### src/rtl/npc_pkg.sv
`timescale 1ns/1ps
package npc_pkg;
  localparam int ITYPE_W = 4;

  typedef enum logic [ITYPE_W-1:0] {
    IT_UNSUP  = 4'd0,
    IT_ALU    = 4'd1,
    IT_LOAD   = 4'd2,
    IT_STORE  = 4'd3,
    IT_JUMP   = 4'd4,
    IT_JREG   = 4'd5,
    IT_BRANCH = 4'd6,
    IT_MULT   = 4'd7,
    IT_ERET   = 4'd8
  } itype_e;

  typedef enum logic {
    MODE_USER = 1'b0,
    MODE_PRIV = 1'b1
  } mode_e;
endpackage

### src/rtl/npc_target.sv
`timescale 1ns/1ps
module npc_target #(
  parameter int          XLEN         = 32,
  parameter int          REGION_W     = 4,
  parameter logic [XLEN-1:0] HANDLER_ADDR = 32'h0000_1004
) (
  input  logic [XLEN-1:0]             pc_i,
  input  logic [npc_pkg::ITYPE_W-1:0] itype_i,
  input  logic [XLEN-1:0]             imm_i,
  input  logic [XLEN-1:0]             rval_i,
  input  logic                        taken_i,
  input  logic [XLEN-1:0]             epc_i,
  output logic [XLEN-1:0]             target_o,
  output logic                        fault_o,
  output logic                        ret_o
);
  localparam int LOW_W = XLEN - REGION_W;

  logic [XLEN-1:0] seq_pc;
  logic [XLEN-1:0] jump_pc;
  logic [XLEN-1:0] br_pc;

  assign seq_pc  = pc_i + XLEN'(4);
  assign jump_pc = {seq_pc[XLEN-1 -: REGION_W], imm_i[LOW_W-1:0]};
  assign br_pc   = taken_i ? (seq_pc + imm_i) : seq_pc;

  always_comb begin
    target_o = seq_pc;
    fault_o  = 1'b0;
    ret_o    = 1'b0;
    unique case (itype_i)
      npc_pkg::IT_JUMP:   target_o = jump_pc;
      npc_pkg::IT_JREG:   target_o = rval_i;
      npc_pkg::IT_BRANCH: target_o = br_pc;
      npc_pkg::IT_MULT: begin
        target_o = HANDLER_ADDR;
        fault_o  = 1'b1;
      end
      npc_pkg::IT_ERET: begin
        target_o = epc_i;
        ret_o    = 1'b1;
      end
      default:            target_o = seq_pc;
    endcase
  end
endmodule

### src/rtl/npc_excp_state.sv
`timescale 1ns/1ps
module npc_excp_state #(
  parameter int               XLEN       = 32,
  parameter int               CAUSE_W    = 8,
  parameter logic [CAUSE_W-1:0] MULT_CAUSE = '0
) (
  input  logic               clk,
  input  logic               rst,
  input  logic               valid_i,
  input  logic               fault_i,
  input  logic               ret_i,
  input  logic [XLEN-1:0]    ret_addr_i,
  output logic [XLEN-1:0]    epc_o,
  output logic [CAUSE_W-1:0] cause_o,
  output logic               priv_o,
  output logic               irq_en_o
);
  npc_pkg::mode_e mode_q;
  logic [XLEN-1:0]    epc_q;
  logic [CAUSE_W-1:0] cause_q;
  logic               irq_en_q;

  always_ff @(posedge clk) begin
    if (rst) begin
      epc_q    <= '0;
      cause_q  <= '0;
      mode_q   <= npc_pkg::MODE_PRIV;
      irq_en_q <= 1'b0;
    end else if (valid_i) begin
      if (fault_i) begin
        epc_q    <= ret_addr_i;
        cause_q  <= MULT_CAUSE;
        mode_q   <= npc_pkg::MODE_PRIV;
        irq_en_q <= 1'b0;
      end else if (ret_i) begin
        mode_q   <= npc_pkg::MODE_USER;
        irq_en_q <= 1'b1;
      end
    end
  end

  assign epc_o    = epc_q;
  assign cause_o  = cause_q;
  assign priv_o   = (mode_q == npc_pkg::MODE_PRIV);
  assign irq_en_o = irq_en_q;

  // a return leaves the saved address untouched
  p_ret_keeps_epc_r7: assert property (@(posedge clk) disable iff (rst)
    (valid_i && ret_i && !fault_i) |=> $stable(epc_o));
endmodule

### src/rtl/npc_unit.sv
`timescale 1ns/1ps
module npc_unit #(
  parameter int                 XLEN         = 32,
  parameter int                 CAUSE_W      = 8,
  parameter logic [XLEN-1:0]    HANDLER_ADDR = 32'h0000_1004,
  parameter logic [XLEN-1:0]    RESET_PC     = '0,
  parameter logic [CAUSE_W-1:0] MULT_CAUSE   = '0
) (
  input  logic                        clk,
  input  logic                        rst,
  input  logic                        valid_i,
  input  logic [npc_pkg::ITYPE_W-1:0] itype_i,
  input  logic [XLEN-1:0]             imm_i,
  input  logic [XLEN-1:0]             rval_i,
  input  logic                        taken_i,
  output logic [XLEN-1:0]             pc_o,
  output logic [XLEN-1:0]             next_pc_o,
  output logic [XLEN-1:0]             epc_o,
  output logic [CAUSE_W-1:0]          cause_o,
  output logic                        priv_o,
  output logic                        irq_en_o
);
  logic [XLEN-1:0] pc_q;
  logic [XLEN-1:0] target;
  logic            is_fault;
  logic            is_ret;

  npc_target #(
    .XLEN         (XLEN),
    .REGION_W     (4),
    .HANDLER_ADDR (HANDLER_ADDR)
  ) u_target (
    .pc_i     (pc_q),
    .itype_i  (itype_i),
    .imm_i    (imm_i),
    .rval_i   (rval_i),
    .taken_i  (taken_i),
    .epc_i    (epc_o),
    .target_o (target),
    .fault_o  (is_fault),
    .ret_o    (is_ret)
  );

  npc_excp_state #(
    .XLEN       (XLEN),
    .CAUSE_W    (CAUSE_W),
    .MULT_CAUSE (MULT_CAUSE)
  ) u_excp (
    .clk        (clk),
    .rst        (rst),
    .valid_i    (valid_i),
    .fault_i    (is_fault),
    .ret_i      (is_ret),
    .ret_addr_i (pc_q + XLEN'(4)),
    .epc_o      (epc_o),
    .cause_o    (cause_o),
    .priv_o     (priv_o),
    .irq_en_o   (irq_en_o)
  );

  always_ff @(posedge clk) begin
    if (rst)          pc_q <= RESET_PC;
    else if (valid_i) pc_q <= target;
  end

  assign pc_o      = pc_q;
  assign next_pc_o = target;

  // no architectural change without the strobe
  p_hold_r8: assert property (@(posedge clk) disable iff (rst)
    !valid_i |=> ($stable(pc_o) && $stable(epc_o) && $stable(cause_o)
                  && $stable(priv_o) && $stable(irq_en_o)));

  // fault vectors and saves the completed instruction's successor
  p_fault_vector_r6: assert property (@(posedge clk) disable iff (rst)
    (valid_i && itype_i == npc_pkg::IT_MULT) |=>
      (pc_o == HANDLER_ADDR && epc_o == $past(pc_o) + XLEN'(4)
       && cause_o == MULT_CAUSE && priv_o && !irq_en_o));

  // return goes to the saved address in user mode
  p_eret_r7: assert property (@(posedge clk) disable iff (rst)
    (valid_i && itype_i == npc_pkg::IT_ERET) |=>
      (pc_o == $past(epc_o) && !priv_o && irq_en_o));

  // the register follows the presented target
  p_follow_r9: assert property (@(posedge clk) disable iff (rst)
    valid_i |=> (pc_o == $past(next_pc_o)));
endmodule

### config.mk
export PLATFORM = sky130hd
export DESIGN_NAME = npc_unit
export DESIGN_NICKNAME = d
export VERILOG_FILES = /design/src/rtl/npc_pkg.sv /design/src/rtl/npc_target.sv /design/src/rtl/npc_excp_state.sv /design/src/rtl/npc_unit.sv
export SDC_FILE = /design/constraint.sdc
export NUM_CORES = 1
export LEC_CHECK = 0
export BUFFER_PORTS_ARGS = -buffer_cell sky130_fd_sc_hd__buf_4
export CAP_MARGIN = 5
export CORE_UTILIZATION = 59
export CTS_CLUSTER_SIZE = 10
export DETAILED_ROUTE_END_ITERATION = 12
export PLACE_DENSITY = 0.88
export SLEW_MARGIN = 20
export SYNTH_ARGS = -nofsm -noshare
export SYNTH_HDL_FRONTEND = slang
export SYNTH_HIERARCHICAL = 1
export SYNTH_SLANG_ARGS = --single-unit
### constraint.sdc
create_clock -name clk -period 8.8 [get_ports clk]
set_input_delay 0 -clock clk [delete_from_list [all_inputs] [get_ports clk]]
set_output_delay 0 -clock clk [all_outputs]
set_load 0.03 [all_outputs]
==> out/metrics.yaml, run 1 <==
status:
  outcome: "finished clean"
placement:
  gp_congestion: 0.9918
  hpwl_um: 15090
  placed_cell_area_mm2: 0.007787
  port-buffer-count: 169
finish:
  drive_gt1_share_pct: 20.84
  nets: 1110
  num-fill-cells: 914
  final_cell_mix: "buf_4, a21oi_1, nor2_1"
  area_delta_synth_final_pct: 21.15
  diodes: 0
  final_common_cell: "buf_4"
  fin_area_mm2: 0.007970
die:
  die_h_um: 107.6
  coreArea_mm2: 0.01084
  die_area_mm2: 0.01158
  start_util_pct: 60.69
  row_count: 38
  die_x_um: 107.6
  ios: 178
clock_tree:
  cts_tree: "yes"
  ctsResizeCount: 0
  cts_made_buffers: 9
  cts_buffer_depth: 2
  postCtsHoldBufs: 0
  clk_latency_ns: 0.37
  cts_sinks: 66
  cts_root_buf: "clkbuf_8"
  path_clk_slew_ns: 0.07
  htree_levels: 3
  cts_setup_buffers: 0
yosys:
  yosysWarnings: 6
  synth-seq-cells: 66
  ys_types: 62
  synth_top_area_cell: "dfxtp_1"
  netlist.area_leader.share_pct: 20.08
  synth_edf_count: 0
  async_flop_share_pct: 0
  synthTopCellsByArea: "dfxtp_1, mux2i_1, xnor2_1, ha_1, a21oi_1"
  ys.flop_type: "dfxtp_1"
  yosysSeqAreaShare_pct: 20.08
  syn_area_mm2: 0.006579
  syn_inst: 866
  avgSynthCellArea_um2: 7.597
worst_hold_path:
  hp-class: "input port to flip-flop"
global_route:
  grt_max_degree: 67
  grt_pass1_wl_um: 32840
  grt_pass1_vias: 6466
  track_usage_pct: 36.24
  gr-total-overflow: 0
  antenna_found_initial: 0
critical_path:
  cp.required_ns: 8.80
  cp_slowest_cell: "dfxtp_1"
  end_kind: "output port"
  crit_arrival_ns: 5.07
  worstPathMaxFanout: 10
  crit_type: "flip-flop to output port"
  cp_slowest_stage_delay_ns: 0.50
  worstPathCellList: "ha_1 -> nand3_1 -> nor2_1 -> and3_1 -> nand2_1 -> nor2_1 -> nand2_1 -> xnor2_1 -> ha_1 -> a21oi_1 -> o21bai_1 -> a21oi_1 -> o21bai_1 -> a31o_2 -> o31a_1 -> xor2_1 -> o311ai_0 -> buf_4"
  crit_path_start_kind: "flip-flop"
timing:
  setup_viol: 0
  worst_slew_pin_slew_ns: 1.034
  fin_tns_setup_ns: 0
  maxSlewViolCount: 0
  fmax_mhz: 197.4
  hold_viol: 0
  finClkSkew_ns: 0.008451
  timing.final.crit_share_pct: 57.57
  period_needed_ns: 5.066
  rsz0062_at_grt: "false"
  maxSlewHeadroom_pct: 30.84
flow_run:
  cap_violations: 0
routing:
  dr.pass1.iters: 7
  wl_per_cell_um: 18.46
  postRouteAntennaNets: 0
  vias: 7225
  vias_per_cell: 6.321
  drt_iter0_drc: 710
  drcViolationCount: 0
  drt-total-wl_um: 21100
pwr:
  ir_drop_mv: 0.08829
  internal-power_w: 0.0005583
  p_switching_w: 0.0003268
  powerDensity_mw_per_mm2: 111.0
  p_leak_nw: 3.628
  share_seq_of_total_power_pct: 36.8
  p_sw_share_pct: 36.92
  combPwrFrac_pct: 35.6
  p_clk_share_pct: 27.6
-- flip-flops by register name, indices dropped and copies added, names as in the netlist --
name             count
u_excp/epc_o        32
u_excp/irq_en_o      1
u_excp/priv_o        1
pc_o                32
-- cell usage after synthesis, types with 3 or more instances --
| cell type | number |
|---|---|
| a21bo_2 | 7 |
| o211ai_1 | 5 |
| a211o_1 | 4 |
| nand2_1 | 68 |
| clkbuf_1 | 30 |
| a22oi_1 | 10 |
| a31oi_1 | 5 |
| o22a_1 | 7 |
| nor2_1 | 81 |
| nand2b_1 | 5 |
| nor2b_1 | 5 |
| o22ai_1 | 3 |
| o21ai_0 | 58 |
| xor2_1 | 26 |
| ha_1 | 37 |
| and2_1 | 4 |
| o21a_1 | 13 |
| a211oi_1 | 5 |
| buf_2 | 11 |
| inv_1 | 16 |
| and4_1 | 4 |
| buf_4 | 12 |
| o21bai_1 | 5 |
| nand4_1 | 23 |
| dfxtp_1 | 66 |
| buf_6 | 4 |
| a31o_2 | 3 |
| a21o_1 | 13 |
| a21bo_1 | 25 |
| a222oi_1 | 6 |
| nand3_1 | 57 |
| a21oi_1 | 89 |
| and3_1 | 14 |
| nor3_1 | 5 |
| mux2i_1 | 49 |
| xnor2_1 | 56 |
-- power groups by stage --
stage,Sequential (W),Clock [W],Combinational (W)
floorplan,0.000342,0,0.000199
global placement,0.000331,0,0.000305
detailed placement,0.000331,0,0.000308
CTS,0.000325,0.000249,0.000310
global route,0.000327,0.000263,0.000337
finish,0.000325,0.000244,0.000315
-- path summary, 6_finish.rpt --
check	start	cells past startpoint	slack, ns	end
hold reg to reg	u_excp/priv_o	1	0.47	u_excp/priv_o
setup reg to reg	pc_o[2]	19	4.04	pc_o[31]
setup / recovery	pc_o[2]	18	3.73	next_pc_o[31]
hold / removal	rval_i[29]	5	0.07	pc_o[29]
-- kinds of logic (layout without fill, tap and decap cells) --
logic type                 after synthesis  count (layout)  synth area share [%]
AOI/OAI and AO/OA                      278             278                 28.28
other                                    1               8               0.05700
and+or+nand+nor                        275             275                 20.10
adders and majority gates               38              38                 7.341
buffers and inverters                   77             207                 5.763
DFF                                     66              66                 20.08
muxes                                   49              49                 7.455
xor gates and xnor gates                82              82                 10.92
-- cell type report --
class,count,area [um2],area share [%]
flip-flops and latches,66,1321,16.58
clock inverters,4,45.04,0.5651
well taps,140,175.2,2.198
multi-input cells,730,4916,61.68
inverters,17,63.81,0.8006
clock buffers,10,127.6,1.601
repair buffers,176,1321,16.58
-- stage by stage --
step / utilization (%) / total power [W] / hold WS (ns) / std cells / worst slack (ns)
3_3_place_gp: 71.84 / 0.0006359 / 0.4044 / 1129 / 4.378
2_1_floorplan: - / 0.0005412 / 0.07238 / 873 / 3.623
4_1_cts: 73.43 / 0.0008835 / 0.05136 / 1143 / 3.839
5_1_grt: 73.52 / 0.0009273 / 0.1060 / 1143 / 3.350
3_5_place_dp: 71.84 / 0.0006392 / 0.4103 / 1129 / 4.193
6_report: 73.52 / 0.0008850 / 0.06671 / 1143 / 3.734
-- worst max-delay path: cells and delay by family, from the launching register on --
kind | cells | cell delay (ns)
AO/OA/AOI/OAI | 7 | 1.50
AND/OR/NAND/NOR | 6 | 1.42
adder cells (fa/ha/maj) | 2 | 0.63
flip-flops | 1 | 0.50
XOR/XNOR | 2 | 0.39
buffers and inverters | 1 | 0.25
-- metal layers --
metal,vias to the layer above,routed length [um],GRT usage [%]
li1,3409,-,-
met1,3407,9032,49.14
met2,372,9763,58.29
met3,37,1894,6.538
met4,0,405,10.67
met5,-,0,0
Note: power is estimated with default switching activity, not from simulation.
==> inputs of run 2 (changes only) <==
--- a/config.mk
+++ b/config.mk
@@ -7,10 +7,10 @@
 export LEC_CHECK = 0
 export BUFFER_PORTS_ARGS = -buffer_cell sky130_fd_sc_hd__buf_4
 export CAP_MARGIN = 5
-export CORE_UTILIZATION = 59
+export CORE_UTILIZATION = 54
 export CTS_CLUSTER_SIZE = 10
 export DETAILED_ROUTE_END_ITERATION = 12
-export PLACE_DENSITY = 0.88
+export PLACE_DENSITY = 0.82
 export SLEW_MARGIN = 20
 export SYNTH_ARGS = -nofsm -noshare
 export SYNTH_HDL_FRONTEND = slang
==> constraint.sdc (replaced) <==
create_clock -name clk -period 4.86 [get_ports clk]
set_input_delay 0 -clock clk [delete_from_list [all_inputs] [get_ports clk]]
set_output_delay 0 -clock clk [all_outputs]
set_load 0.03 [all_outputs]
==> run 2 against run 1 <==
Effect of this change: hold slack gained 0.024 ns; combinational power is 87% higher; clock power up 150%; sequential power increased by 78%; sequential cell count did not move; core utilization fell by 3.5 points; first-iteration DRC count shrank 1.1%; global-route usage fell by 2.5 points; final cell count increased by 1.4%; non-clock buffer count grew 12; via count shrank 0.18%; routed wire length grew 2.1%; critical path type unchanged; largest power group is now the clock network.
==> out/metrics.yaml, run 2 (synthesis gave the netlist of run 1 again) <==
status:
  outcome: "finished clean"
pwr:
  power.total_w: 0.001766
  powerDensity_mw_per_mm2: 216.4
  internal-power_w: 0.001130
  combPwrFrac_pct: 33.3
  p_leak_nw: 3.722
  share_seq_of_total_power_pct: 32.8
  p_clk_share_pct: 33.9
  p_switching_w: 0.0006360
  ir_drop_mv: 0.1516
  p_sw_share_pct: 36.01
die:
  start_util_pct: 56.41
  die_h_um: 112.4
  coreArea_mm2: 0.01166
  ios: 178
  row_count: 39
  die_x_um: 112.4
  die_area_mm2: 0.01263
placement:
  placed_cell_area_mm2: 0.007881
  port-buffer-count: 169
  post-place-ws_ns: 0.5689
  hpwl_um: 15490
  gp_congestion: 0.9800
  dp.cells: 1144
worst_hold_path:
  hp-class: "input port to flip-flop"
  hold_path_depth: 5
clock_tree:
  cts_root_buf: "clkbuf_16"
  cts_tree: "yes"
  cts_made_buffers: 9
  htree_levels: 3
  cts_sinks: 66
  cts_buffer_depth: 2
  clk_latency_ns: 0.34
  cts_setup_buffers: 0
  path_clk_slew_ns: 0.06
finish:
  final_common_cell: "buf_4"
  final_cell_mix: "buf_4, a21oi_1, nor2_1"
  multi_input_area_mm2: 0.004920
  ff_latch_area_mm2: 0.001323
  fin_area_mm2: 0.008162
  diodes: 0
  drive_gt1_share_pct: 22.34
  nets: 1122
  num-fill-cells: 1040
  final_cells: 1159
  area_delta_synth_final_pct: 24.06
timing:
  fin_tns_setup_ns: 0
  setup_viol: 0
  worst_slew_pin_slew_ns: 1.132
  hold_viol: 0
  maxSlewViolCount: 0
  timing.final.crit_share_pct: 93.90
  fmax_mhz: 219.1
  finClkSkew_ns: 0.006143
  period_needed_ns: 4.564
  timing.final.ws_setup_ns: 0.2965
  rsz0062_at_grt: "false"
  maxSlewHeadroom_pct: 24.55
critical_path:
  cp.required_ns: 4.86
  crit_arrival_ns: 4.56
  critPathLaunch: "pc_o[3]"
  crit_type: "flip-flop to output port"
  reg2reg_from: "pc_o[3]"
  crit_path_start_kind: "flip-flop"
  worstReg2RegEnd: "pc_o[29]"
  end_kind: "output port"
  worstSetupEndpoint: "next_pc_o[31]"
  worstPathMaxFanout: 10
  r2r_slack_ns: 0.55
  reg2reg_depth: 18
routing:
  drcViolationCount: 0
  postRouteAntennaNets: 0
  vias: 7212
  dr.pass1.iters: 5
  wl_per_cell_um: 18.58
  drt_iter0_drc: 702
  drt-total-wl_um: 21540
  vias_per_cell: 6.223
global_route:
  grt_pass1_vias: 6501
  grt_pass1_wl_um: 33740
  gr-total-overflow: 0
  antenna_found_initial: 0
  track_usage_pct: 33.75
  grt_max_degree: 100
flow_run:
  cap_violations: 0
run 2: power groups by stage:
stage	sequential, W	clock, W	combinational [W]
after floorplan	0.000620	0	0.000360
after global placement	0.000591	0	0.000574
after detailed placement	0.000591	0	0.000577
after CTS	0.000579	0.000608	0.000580
after global routing	0.000582	0.000637	0.000631
final	0.000580	0.000598	0.000588
run 2: layout make-up:
class	count	area share, %
inverter	17	0.7818
sequential	66	16.20
clock inverter	5	0.3986
timing repair buffer	188	17.34
tap	143	2.192
multi-input combinational	730	60.28
clock buffer	10	2.805
run 2: timing repair:
item | in CTS | in global routing
gates resized for setup | 0 | 6
hold buffers | 0 | 0
setup endpoints to repair | 0 | 2
run 2: worst min path at each step:
stage / end / start / slack [ns]
floorplan: pc_o[24] / rst / 0.07
global placement: next_pc_o[29] / rval_i[29] / 0.41
detailed placement: next_pc_o[29] / rval_i[29] / 0.41
CTS: pc_o[1] / rval_i[1] / 0.08
global route: pc_o[29] / rval_i[29] / 0.13
finish: pc_o[1] / rval_i[1] / 0.09
run 2: worst max-delay path: stages, from the launching register on:
cell and delay (ns):
dfxtp_1 0.34, ha_1 0.19, nand3_1 0.18, nor2_2 0.24, and3_1 0.32, nand2_1 0.13, nor2_2 0.26, nand2_1 0.10
xnor2_1 0.16, ha_1 0.41, a21oi_1 0.22, o21bai_1 0.09, a21oi_1 0.24, o21bai_1 0.10, a31o_2 0.25, o31a_1 0.25
xor2_1 0.16, o311ai_1 0.33, buf_4 0.23
run 2: routing by layer:
layer	track usage [%]	up-vias	share of wire [%]
met1	46.14	3371	44
li1	-	3433	-
met3	4.644	43	8.0
met5	0	-	0
met4	15.56	0	2.8
met2	52.75	365	45
run 2: per-stage QoR:
stage	utilization (%)	hold slack, ns
2_1_floorplan	-	0.07238
3_3_place_gp	67.58	0.4055
3_5_place_dp	67.58	0.4126
4_1_cts	69.82	0.07958
5_1_grt	69.98	0.1332
6_report	69.98	0.09071
==> inputs of run 3 (changes only) <==
--- a/config.mk
+++ b/config.mk
@@ -7,10 +7,12 @@
 export LEC_CHECK = 0
 export BUFFER_PORTS_ARGS = -buffer_cell sky130_fd_sc_hd__buf_4
 export CAP_MARGIN = 5
+export CORE_ASPECT_RATIO = 0.9
 export CORE_UTILIZATION = 54
 export CTS_CLUSTER_SIZE = 10
 export DETAILED_ROUTE_END_ITERATION = 12
 export PLACE_DENSITY = 0.82
+export RECOVER_POWER = 100
 export SLEW_MARGIN = 20
 export SYNTH_ARGS = -nofsm -noshare
 export SYNTH_HDL_FRONTEND = slang
==> run 3 against run 2 <==
Effect of this change: the run now ends with capacitance limit, slew limit left; register-to-register slack improved by 0.03 ns; count of clock-buffer cells in the layout grew 3; design area decreased by 4.3%; critical path type is now input port to output port; largest cell class unchanged.
==> out/metrics.yaml, run 3 (synthesis gave the netlist of run 1 again) <==
clock_tree:
  cts_root_buf: "clkbuf_16"
  htree_levels: 3
  clk_latency_ns: 0.34
  cts_sinks: 66
  path_clk_slew_ns: 0.06
  cts_tree: "yes"
  cts_made_buffers: 9
  cts_buffer_depth: 2
  cts_setup_buffers: 0
routing:
  vias: 7416
  drcViolationCount: 0
  drt_iter0_drc: 811
  wl_per_cell_um: 19.06
  postRouteAntennaNets: 0
  drt-total-wl_um: 22390
  dr.pass1.iters: 5
  vias_per_cell: 6.311
global_route:
  grt_pass1_wl_um: 35320
  gr-total-overflow: 0
  antenna_found_initial: 0
  track_usage_pct: 35.13
  grt_max_degree: 67
  grt_pass1_vias: 6729
pwr:
  p_leak_nw: 3.328
  power.total_w: 0.001774
  powerDensity_mw_per_mm2: 227.3
  ir_drop_mv: 0.1708
die:
  die_area_mm2: 0.01263
  coreArea_mm2: 0.01167
  start_util_pct: 56.39
  die_h_um: 106.7
  ios: 178
  die_x_um: 118.3
  row_count: 37
timing:
  maxSlewHeadroom_pct: -37.96
  rsz0062_at_grt: "false"
  period_needed_ns: 4.653
  finClkSkew_ns: 0.006166
  timing.final.crit_share_pct: 95.74
  fmax_mhz: 214.9
  maxSlewViolCount: 45
  hold_ws_ns: 0.1100
  worst_slew_pin_slew_ns: 2.050
  fin_tns_setup_ns: 0
  setup_viol: 0
  hold_viol: 0
critical_path:
  end_kind: "output port"
  crit_type: "input port to output port"
  crit_path_start_kind: "input port"
  worstPathMaxFanout: 25
  cp.required_ns: 4.86
  crit_arrival_ns: 4.65
worst_hold_path:
  hp-class: "input port to flip-flop"
finish:
  final_cell_mix: "clkbuf_1, buf_4, a21oi_1"
  final_common_cell: "clkbuf_1"
  area_delta_synth_final_pct: 18.68
  nets: 1124
  drive_gt1_share_pct: 12.56
  num-fill-cells: 1124
  final_cells: 1175
  diodes: 0
status:
  outcome: "finished, violations left"
  violations: "capacitance limit, slew limit"
placement:
  gp_congestion: 0.9600
  port-buffer-count: 169
  hpwl_um: 15980
  dp.cells: 1159
flow_run:
  cap_violations: 2
-- run 3: cell types whose count changed in the layout (fill, tap and decap cells not counted), moves of 2 or more --
cell	previous run	this run
clkinv_2	2	0
clkbuf_2	0	2
clkbuf_1	1	95
buf_4	187	92
clkbuf_8	0	2
buf_2	0	3
nor2_2	5	2
nor2_1	76	79
-- run 3: power by group --
part / switching [W] / internal (W) / total, W / leakage [nW]
registers: 0.0000230 / 0.000555 / 0.000578 / 0.535
logic: 0.000359 / 0.000204 / 0.000564 / 2.66
clock network: 0.000258 / 0.000375 / 0.000632 / 0.132
-- run 3: routing by layer --
| metal | wire length (um) | vias up | part of all wire, % | global-route usage (%) |
|---|---|---|---|---|
| met1 | 9783 | 3494 | 44 | 47.27 |
| met3 | 2133 | 49 | 9.5 | 7.287 |
| met4 | 591 | 0 | 2.6 | 12.55 |
| met2 | 9885 | 445 | 44 | 55.42 |
| met5 | 0 | - | 0 | 0 |
| li1 | - | 3428 | - | - |
-- run 3: worst paths after layout --
kind / start / end / slack (ns) / cells after the start
setup reg to reg: pc_o[6] / pc_o[25] / 0.58 / 16
setup / recovery: itype_i[0] / next_pc_o[7] / 0.21 / 9
hold / removal: rval_i[1] / pc_o[1] / 0.11 / 5
hold reg to reg: u_excp/priv_o / u_excp/priv_o / 0.47 / 1
-- run 3: worst max-delay path: stages --
cell      delay [ns]
clkbuf_2        0.61
nor2_1          0.12
nand2_1         0.11
or2_0           0.94
inv_1           0.80
o22ai_1         1.27
a21boi_0        0.24
o31ai_1         0.19
clkbuf_1        0.35
-- run 3: final cells by class --
cell class / instances / area, um2 / share of cell area (%)
Sequential cell: 66 / 1323 / 16.94
Clock inverter: 3 / 23.77 / 0.3045
Multi-Input combinational cell: 730 / 4877 / 62.47
Timing Repair Buffer: 190 / 1065 / 13.64
Tap cell: 156 / 195.2 / 2.500
Inverter: 17 / 63.81 / 0.8173
Clock buffer: 13 / 260.3 / 3.333
-- run 3: what timing repair did --
action | 4_1_cts | 5_1_grt
resized for setup | 0 | 5
hold buffers | 0 | 0
endpoints found under the setup margin | 0 | 2
-- run 3: per-stage QoR --
| step | instance area (um2) | worst slack, ns | utilization, % |
|---|---|---|---|
| finish | 7807 | 0.2068 | 66.92 |
| global route | 7807 | 0.01448 | 66.92 |
| CTS | 8203 | 0.2884 | 70.31 |
| detailed placement | 7919 | 0.5667 | 67.88 |
| global placement | 7913 | 0.6789 | 67.83 |
| floorplan | 6605 | 0.09952 | - |
